`config.mk`:
```
export PLATFORM = sky130hd
export DESIGN_NAME = mac_sat_unit
export DESIGN_NICKNAME = d
export VERILOG_FILES = /design/src/rtl/mac_pkg.sv /design/src/rtl/mac_opnd.sv /design/src/rtl/mac_core.sv /design/src/rtl/mac_clamp.sv /design/src/rtl/mac_sat_unit.sv
export SDC_FILE = /design/constraint.sdc
export NUM_CORES = 2
export LEC_CHECK = 0
export ABC_AREA = 1
export ABC_CLOCK_PERIOD_IN_PS = 1100
export BUFFER_PORTS_ARGS = -buffer_cell sky130_fd_sc_hd__buf_2
export CORE_MARGIN = 10
export CORE_UTILIZATION = 44
export CTS_CLUSTER_DIAMETER = 80
export DETAILED_ROUTE_END_ITERATION = 16
export SETUP_SLACK_MARGIN = 0.5
export SYNTH_ARGS = -nofsm -noshare
export SYNTH_HDL_FRONTEND = slang
export SYNTH_SLANG_ARGS = --single-unit
```
`constraint.sdc`:
```
create_clock -name clk -period 1.1 [get_ports clk]
set_input_delay 0.11 -clock clk [delete_from_list [all_inputs] [get_ports clk]]
set_output_delay 0.11 -clock clk [all_outputs]
set_load 0.1 [all_outputs]
```
`src/rtl/mac_pkg.sv`:
```
package mac_pkg;
    // Mode code fields; bit order is fixed by the decoder upstream.
    typedef struct packed {
        logic sat;   // bit 2
        logic wide;  // bit 1
        logic sgn;   // bit 0
    } mac_mode_t;
endpackage

```
`src/rtl/mac_opnd.sv`:
```
// Operand conditioning: immediate extension, b selection, extension to
// the exact-arithmetic width.
module mac_opnd #(
    parameter int W     = 32,
    parameter int IMM_W = 9
) (
    input  logic [W-1:0]     src_a,
    input  logic [W-1:0]     src_b,
    input  logic [IMM_W-1:0] imm,
    input  logic             use_imm,
    input  logic             sgn,
    output logic [2*W+1:0]   a_x,
    output logic [2*W+1:0]   b_x
);
    localparam int XW = 2*W + 2;

    logic [W-1:0] imm_ext;
    logic [W-1:0] b_sel;

    // sign- or zero-extension of the immediate follows the mode
    assign imm_ext = {{(W-IMM_W){sgn & imm[IMM_W-1]}}, imm};
    assign b_sel   = use_imm ? imm_ext : src_b;

    assign a_x = {{(XW-W){sgn & src_a[W-1]}}, src_a};
    assign b_x = {{(XW-W){sgn & b_sel[W-1]}}, b_sel};
endmodule

```
`src/rtl/mac_core.sv`:
```
// Exact multiply-accumulate: two guard bits above 64 hold any result.
module mac_core #(
    parameter int W = 32
) (
    input  logic [2*W+1:0] a_x,
    input  logic [2*W+1:0] b_x,
    input  logic [2*W-1:0] acc,
    input  logic           sgn,
    input  logic           wide,
    input  logic           sub,
    output logic [2*W+1:0] exact
);
    localparam int DW = 2*W;
    localparam int XW = DW + 2;

    logic [XW-1:0] prod;
    logic [XW-1:0] acc_n;
    logic [XW-1:0] acc_w;
    logic [XW-1:0] acc_x;

    // full-width product before the accumulate step
    assign prod  = a_x * b_x;
    assign acc_n = {{(XW-W){sgn & acc[W-1]}}, acc[W-1:0]};
    assign acc_w = {{(XW-DW){sgn & acc[DW-1]}}, acc};
    assign acc_x = wide ? acc_w : acc_n;
    assign exact = sub ? (acc_x - prod) : (acc_x + prod);
endmodule

```
`src/rtl/mac_clamp.sv`:
```
// Range check and saturation against a 1x or 2x word target.
module mac_clamp #(
    parameter int W = 32
) (
    input  logic [2*W+1:0] exact,
    input  logic           sgn,
    input  logic           wide,
    input  logic           sat,
    output logic [2*W-1:0] res,
    output logic           ovf,
    output logic           adv
);
    localparam int DW = 2*W;
    localparam int XW = DW + 2;

    logic [1:0]         fit_v;
    logic [1:0][DW-1:0] cand;
    logic               neg;

    assign neg = exact[XW-1];

    for (genvar g = 0; g < 2; g++) begin : g_tgt
        localparam int T = W << g;
        logic          s_fit;
        logic          u_fit;
        logic          fit;
        logic [T-1:0]  val;
        logic [DW-1:0] ext;

        // exact value must lie inside the target range
        assign s_fit = (&exact[XW-1:T-1]) | ~(|exact[XW-1:T-1]);
        assign u_fit = ~(|exact[XW-1:T]);
        assign fit   = sgn ? s_fit : u_fit;

        always_comb begin
            val = exact[T-1:0];
            if (sat && !fit) begin
                if (sgn) begin
                    // direction from the sign of the exact value
                    val = neg ? {1'b1, {(T-1){1'b0}}} : {1'b0, {(T-1){1'b1}}};
                end else begin
                    // negative floors at zero, else all ones
                    val = neg ? '0 : '1;
                end
            end
            ext        = '0;
            ext[T-1:0] = val;
        end

        assign fit_v[g] = fit;
        assign cand[g]  = ext;
    end

    assign res = wide ? cand[1] : cand[0];
    assign ovf = wide ? ~fit_v[1] : ~fit_v[0];
    // top two bits of the delivered result
    assign adv = wide ? (res[DW-1] ^ res[DW-2]) : (res[W-1] ^ res[W-2]);
endmodule

```
`src/rtl/mac_sat_unit.sv`:
```
module mac_sat_unit #(
    parameter int W     = 32,
    parameter int IMM_W = 9
) (
    input  logic             clk,
    input  logic             rst_n,
    input  logic             op_valid,
    input  logic             op_sub,
    input  logic [2:0]       op_mode,
    input  logic             use_imm,
    input  logic [IMM_W-1:0] imm,
    input  logic [W-1:0]     src_a,
    input  logic [W-1:0]     src_b,
    input  logic [2*W-1:0]   acc_in,
    output logic             res_valid,
    output logic [2*W-1:0]   res_out,
    output logic             ovf,
    output logic             sticky_ovf,
    output logic             adv_ovf,
    output logic             sticky_adv
);
    import mac_pkg::*;

    localparam int DW = 2*W;
    localparam int XW = DW + 2;

    mac_mode_t     mode;
    logic [XW-1:0] a_x;
    logic [XW-1:0] b_x;
    logic [XW-1:0] exact;
    logic [DW-1:0] res_c;
    logic          ovf_c;
    logic          adv_c;

    // field decode of the mode code
    assign mode = mac_mode_t'(op_mode);

    mac_opnd #(.W(W), .IMM_W(IMM_W)) u_opnd (
        .src_a   (src_a),
        .src_b   (src_b),
        .imm     (imm),
        .use_imm (use_imm),
        .sgn     (mode.sgn),
        .a_x     (a_x),
        .b_x     (b_x)
    );

    mac_core #(.W(W)) u_core (
        .a_x   (a_x),
        .b_x   (b_x),
        .acc   (acc_in),
        .sgn   (mode.sgn),
        .wide  (mode.wide),
        .sub   (op_sub),
        .exact (exact)
    );

    mac_clamp #(.W(W)) u_clamp (
        .exact (exact),
        .sgn   (mode.sgn),
        .wide  (mode.wide),
        .sat   (mode.sat),
        .res   (res_c),
        .ovf   (ovf_c),
        .adv   (adv_c)
    );

    // result register and sticky flags
    always_ff @(posedge clk or negedge rst_n) begin
        if (!rst_n) begin
            res_valid  <= 1'b0;
            res_out    <= '0;
            ovf        <= 1'b0;
            adv_ovf    <= 1'b0;
            sticky_ovf <= 1'b0;
            sticky_adv <= 1'b0;
        end else begin
            res_valid <= op_valid;
            if (op_valid) begin
                res_out    <= res_c;
                ovf        <= ovf_c;
                adv_ovf    <= adv_c;
                sticky_ovf <= sticky_ovf | ovf_c;
                sticky_adv <= sticky_adv | adv_c;
            end
        end
    end
endmodule

```
Yosys cells after proc, flatten, opt, wreduce, memory -nomap -nowiden
Cells that the tools add are included.
Widths: inputs -> output; s select.
{ "totals": {"regBits": 69, "latch_bits": 0, "ramBits": 0, "romBits": 0, "out_inout_bits": 69, "mem_count": 0} }
{ "classes": {"add_sub_neg": 2, "multipliers": 1, "n_div": 0, "n_lt_le_gt_ge": 0, "n_eq_ne": 0, "shift": 0, "mux": 16, "bitwise": 17, "n_reduce_logical": 10} }
{ "ops": {"columns": ["cell", "count"], "rows": [
  ["$mux 64", 5],
  ["$mux 32", 5],
  ["$mux 66", 2],
  ["$add 66x66->66", 1],
  ["$mul 33x33->66", 1],
  ["$sub 66x66->66", 1],
  ["$reduce_and 35->1", 1],
  ["$reduce_or 35->1", 1],
  ["$reduce_or 34->1", 1],
  ["$not 1->1", 6],
  ["$and 1x1->1", 5],
  ["$mux 1", 4],
  ["$or 1x1->1", 4],
  ["$reduce_and 3->1", 1],
  ["$reduce_or 3->1", 1],
  ["$logic_and 1x1->1", 2],
  ["$logic_not 1->1", 2],
  ["$reduce_or 2->1", 1],
  ["$xor 1x1->1", 2]
]} }

Depth between registers and ports, before layout
{ "depth": {"ltp_word": 17, "depth_mapped": 76, "mapped_depth_nobuf": 74} }

By module
A second synthesis with hierarchy kept.
{ "hier_totals": {"hier_cells": 11118, "hier_area_um2": 81384.3} }
{ "by_module_without_submodules": {"columns": ["module", "n_inst", "cells_per_inst", "area_each_um2", "seq_area_each_um2"], "rows": [
  ["mac_core", 1, 10376, 76368.2, 0.0],
  ["mac_sat_unit", 1, 286, 2571.2, 1726.7],
  ["mac_clamp", 1, 273, 1343.8, 0.0],
  ["mac_opnd", 1, 183, 1101.1, 0.0]
]} }

Worst setup path before layout
No wires, ideal clock.
{ "synth_path": {"kind": "in2reg", "start": "in use_imm", "end": "reg adv_ovf", "arrival_time_ps": 10570, "required_ps": 980, "slack_ps": -9590, "cell_stages": 64, "n_path_buf": 4, "cell_sequence": "inv_2 > a21oi_1 > inv_1 > clkbuf_1 > o21ai_0 > clkbuf_1 > clkbuf_1 > nor2_1 > fa_1 > fa_1 > inv_1 > fa_1 > inv_1 > fa_1 > fa_1 > fa_1 > fa_1 > inv_1 > (+28 left out) > xor2_1 > nand2_1 > nor3_1 > nand4_1 > nor2_1 > nand4_1 > nor2_1 > nand2_2 > nand3_2 > nand2_1 > nand3_1 > nand2_1 > inv_1 > nand2_1 > nand3_1 > nand2_1 > nand2_1 > nand2_1"} }
{ "synth_via": {"elab_chain_cells": 15, "word_cells_on_any_way": 36, "classes_between": "add/sub: 2; mul: 1; mux: 14; bitwise: 9; reduce/logical: 10"} }
{ "synth_lines": {"columns": ["item", "line_no", "rtl"], "rows": [
  ["start: declaration", "mac_sat_unit.sv:10", "input logic use_imm,"],
  ["$mux 32 (*)", "mac_opnd.sv:22", "assign b_sel = use_imm ? imm_ext : src_b;"],
  ["$and 1x1->1", "mac_opnd.sv:25", "assign b_x = {{(XW-W){sgn & b_sel[W-1]}}, b_sel};"],
  ["$mul 33x33->66 (*)", "mac_core.sv:22", "assign prod = a_x * b_x;"],
  ["$add 66x66->66 / $sub 66x66->66 (equally long branches)", "mac_core.sv:26", "assign exact = sub ? (acc_x - prod) : (acc_x + prod);"],
  ["$mux 66 (*)", "mac_core.sv:26", null],
  ["$reduce_or 35->1 / $reduce_or 3->1 (equally long branches)", "mac_clamp.sv:31", "assign s_fit = (&exact[XW-1:T-1]) | ~(|exact[XW-1:T-1]);"],
  ["$not 1->1", "mac_clamp.sv:31", null],
  ["$or 1x1->1", "mac_clamp.sv:31", null],
  ["$mux 1", "mac_clamp.sv:33", "assign fit = sgn ? s_fit : u_fit;"],
  ["$logic_not 1->1", "mac_clamp.sv:37", "if (sat && !fit) begin"],
  ["$logic_and 1x1->1", "mac_clamp.sv:37", null],
  ["$mux 32 / $mux 64 (equally long branches)", "mac_clamp.sv:37", null],
  ["$mux 64 (*)", "mac_clamp.sv:54", "assign res = wide ? cand[1] : cand[0];"],
  ["$xor 1x1->1", "mac_clamp.sv:57", "assign adv = wide ? (res[DW-1] ^ res[DW-2]) : (res[W-1] ^ res[W-2]);"],
  ["$mux 1 (*)", "mac_clamp.sv:57", null],
  ["end signal: assignment", "mac_sat_unit.sv:82", "adv_ovf <= adv_c;"],
  ["end: declaration", "mac_sat_unit.sv:19", "output logic adv_ovf,"]
]} }
Mark *: on every way between the ends. The rest lies on a longest branch, timed or not.
A chain may end at the register's enable or synchronous reset.

Worst setup path in the final report
{ "layout_path": {"start": "in use_imm", "end": "reg res_out[3]"} }
{ "layout_via": {"elab_chain_cells": 13, "word_cells_on_any_way": 33, "classes_between": "add/sub: 2; mul: 1; mux: 13; bitwise: 7; reduce/logical: 10"} }
{ "layout_lines": {"columns": ["item", "line_no", "rtl"], "rows": [
  ["$mux 32 (*)", "mac_opnd.sv:22", null],
  ["$and 1x1->1", "mac_opnd.sv:25", null],
  ["$mul 33x33->66 (*)", "mac_core.sv:22", null],
  ["$add 66x66->66 / $sub 66x66->66 (equally long branches)", "mac_core.sv:26", null],
  ["$mux 66 (*)", "mac_core.sv:26", null],
  ["$reduce_or 35->1 / $reduce_or 3->1 (equally long branches)", "mac_clamp.sv:31", null],
  ["$not 1->1", "mac_clamp.sv:31", null],
  ["$or 1x1->1", "mac_clamp.sv:31", null],
  ["$mux 1", "mac_clamp.sv:33", null],
  ["$logic_not 1->1", "mac_clamp.sv:37", null],
  ["$logic_and 1x1->1", "mac_clamp.sv:37", null],
  ["$mux 32 / $mux 64 (equally long branches)", "mac_clamp.sv:37", null],
  ["$mux 64 (*)", "mac_clamp.sv:54", null],
  ["end signal: assignment", "mac_sat_unit.sv:80", "res_out <= res_c;"],
  ["end: declaration", "mac_sat_unit.sv:16", "output logic [2*W-1:0] res_out,"]
]} }
Marks and branches as above.

==> flow_metrics.py <==
metrics = {
    "final_layout": {
        "drive_gt1_frac": 0.291,
        "area_delta_synth_final_pct": 38.1,
        "fillers": 10200,
        "num-nets-final": 9669,
        "instances_no_fill": 9602,
    },
    "setup_path": {
        "path_buf_inv": 28,
        "critPathLaunchType": "input pin",
        "startpoint": "use_imm",
        "crit_fanout": 7,
        "reg2reg_from": "res_out[3]",
        "required_ns": 1.38,
        "max_stage_delay_ns": 0.55,
        "criticalPathCategory": "in -> reg",
        "cp.arrival_ns": 11.58,
        "crit_top_cell": "buf_4",
        "crit_family": "adder cells",
        "endpoint_kind": "register",
        "slowest_stage": "fa_1",
    },
    "clocking": {
        "clk_latency_ns": 0.35,
        "clk_path_buf_depth": 2,
        "cts-htree-levels": 3,
        "clkSinkCount": 69,
        "clk_pin_slew_ns": 0.06,
        "cts_tree": "built",
        "ctsRootBufferMaster": "clkbuf_16",
        "cts_buffers": 9,
    },
    "global_route": {
        "use_met1": 0.398,
        "grt_pass1_vias": 51200,
        "grt_use_total": 0.304,
        "grt_max_degree": 50,
        "met2_usage": 0.497,
        "busiest_layer": "met2",
        "use_met3": 0.0636,
        "grt_pass1_wl_um": 296000,
        "grt-ovfl-total": 0,
        "antenna_found_initial": 7,
    },
    "die": {
        "pin_count": 214,
        "die_w_um": 356,
        "rows": 123,
        "initial_core_util": 0.443,
        "die_y_um": 356,
        "core_sq_mm": 0.112,
        "dieArea_sq_mm": 0.127,
    },
    "placement": {
        "numPortBuffers": 213,
        "post-dp-hpwl_um": 168000,
        "gp_congestion": 0.978,
        "dp.cells": 9384,
    },
    "routing": {
        "drt-initial-drc-count": 3514,
        "viasPerCell": 5.06,
        "vias": 48600,
        "drtPass1Iterations": 6,
        "wire_per_inst_um": 20.1,
        "wirelength_um": 193000,
        "drc": 0,
        "drtAntennaViolNets": 0,
    },
    "outcome": {
        "failed_checks": "hold timing, setup timing",
        "status": "finished with violations",
    },
    "sta": {
        "rsz0062_at_grt": "yes",
        "finalCritPeriodShare": 10.3,
        "slew_violations": 0,
        "setup_viol": 68,
        "holdWs_ns": -0.354,
        "final_hold_viol_count": 41,
        "min_period_ns": 11.31,
        "fmax_mhz": 88.4,
        "relSlewSlack": 0.521,
        "tightest_slew_ns": 0.711,
        "setup_ws_ns": -10.21,
        "fin_skew_ns": 0,
    },
    "logic_synthesis": {
        "synth_seq_cells": 69,
        "async_flop_share": 1.00,
        "synth_top_area_frac": 0.461,
        "syn_avg_cell_area_sq_um": 7.53,
        "yosysSeqAreaShare": 0.0347,
        "synth_fp_nets": 8188,
        "synthCells": 6612,
        "yosys-top-cells-area": "fa_1 46%, inv_1 12%, nand2_1 11%",
        "ys.flop_type": "dfrtp_1",
        "yosysWarnings": 0,
        "yosysUniqueCellTypes": 55,
        "synth.most_common_cell": "inv_1",
        "syn_area_sq_mm": 0.0498,
        "ys_top_cells_by_count": "1569 x inv_1, 1509 x nand2_1, 1146 x fa_1",
        "synth_area_leader_cell": "fa_1",
        "synth_edf_count": 0,
    },
    "hold_path": {
        "hold_path.class": "in -> async",
    },
    "flow_run": {
        "drv_cap": 0,
    },
}
-- through the flow --
step           TNS, ns  worst slack [ns]  instance area, sq um  utilization  hold WS [ns]
6_report       -684.35            -10.21                 68700        0.612        -0.354
5_1_grt        -719.89            -10.73                 68700        0.612        -0.352
4_1_cts        -666.44             -9.90                 67700        0.602        -0.360
3_5_place_dp   -775.77            -11.64                 64300        0.572        0.0167
3_3_place_gp   -771.12            -11.53                 64300        0.572        0.0127
2_1_floorplan  -592.56             -8.84                 50800            -        -0.186
-- per-layer routing --
layer | vias to the layer above | routed length (um)
met5 | - | 39
met4 | 6 | 8210
met3 | 363 | 16400
met2 | 1846 | 89100
met1 | 24100 | 79300
li1 | 22300 | -
-- timing repair --
action | in CTS | in global routing
gates cloned | 12 | 3
endpoints found under the hold margin | 40 | 20
endpoints found under the setup margin | 137 | 137
buffers inserted | 134 | 49
resized for setup | 446 | 170
pin swaps | 208 | 56
-- layout by cell type (no fill, tap or decap), drive strengths merged, types with 3 or more instances in the layout --
| master | n |
|---|---|
| and2 | 3 |
| nor2 | 794 |
| clkinvlp | 3 |
| inv | 1583 |
| a21oi | 198 |
| diode | 4 |
| xor2 | 100 |
| xnor2 | 49 |
| clkinv | 19 |
| ha | 285 |
| o21ai | 204 |
| buf | 1704 |
| and3 | 3 |
| nand3b | 8 |
| o211ai | 10 |
| dfrtp | 69 |
| nand4 | 38 |
| a21o | 18 |
| o21a | 8 |
| fa | 1146 |
| nand2 | 1529 |
| a211oi | 5 |
| a31oi | 24 |
| o31ai | 3 |
| or2 | 21 |
| nor4 | 11 |
| o21bai | 23 |
| clkbuf | 15 |
| nand3 | 170 |
| nor3 | 44 |
-- cell type report --
type | count | area [sq um] | area share
sequential | 69 | 1730 | 0.0252
inverter | 1601 | 6090 | 0.0885
antenna | 4 | 10.0 | 0.000146
timing repair buffer | 1709 | 15000 | 0.217
clock inverter | 4 | 55.1 | 0.000801
timing repair inverter | 1 | 8.76 | 0.000127
clock buffer | 12 | 256 | 0.00373
multi-input combinational | 4702 | 43800 | 0.637
tap | 1500 | 1880 | 0.0273
-- flip-flops by register name, indices dropped and copies added, names as in the netlist --
register and cells:
ovf 1, res_valid 1, adv_ovf 1, sticky_adv 1, sticky_ovf 1, res_out 64
-- worst register-to-register path, stage by stage, from the launching register on --
cell	delay (ns)
dfrtp_1	0.41
buf_4	0.15
nor2_1	0.12
a21oi_2	0.05
-- kinds of logic (layout without fill, tap and decap cells) --
| kind of cell | count (synthesis) | in the layout | synth area share |
|---|---|---|---|
| buffers and inverters | 1841 | 3327 | 0.140 |
| AO/OA/AOI/OAI | 499 | 499 | 0.0553 |
| XOR/XNOR | 149 | 149 | 0.0265 |
| adder cells (fa/ha/maj) | 1431 | 1431 | 0.533 |
| flip-flops | 69 | 69 | 0.0347 |
| AND/OR/NAND/NOR | 2623 | 2623 | 0.211 |
| other | 0 | 4 | 0 |
-- final timing paths --
| path | cells after the start | to | slack (ns) |
|---|---|---|---|
| worst max-delay path | 70 | res_out[3] | -10.21 |
| worst min-delay path | 1 | res_out[18] | -0.35 |
| worst max register to register | 3 | res_out[3] | 0.25 |
| worst min register to register | 2 | ovf | 0.55 |
| max in group asynchronous | 2 | res_out[56] | 0.87 |
| min in group clk | 2 | res_valid | 0.26 |
Power is not shown: default switching activity piles up to over one toggle a cycle in this logic, so the estimate is an artifact.
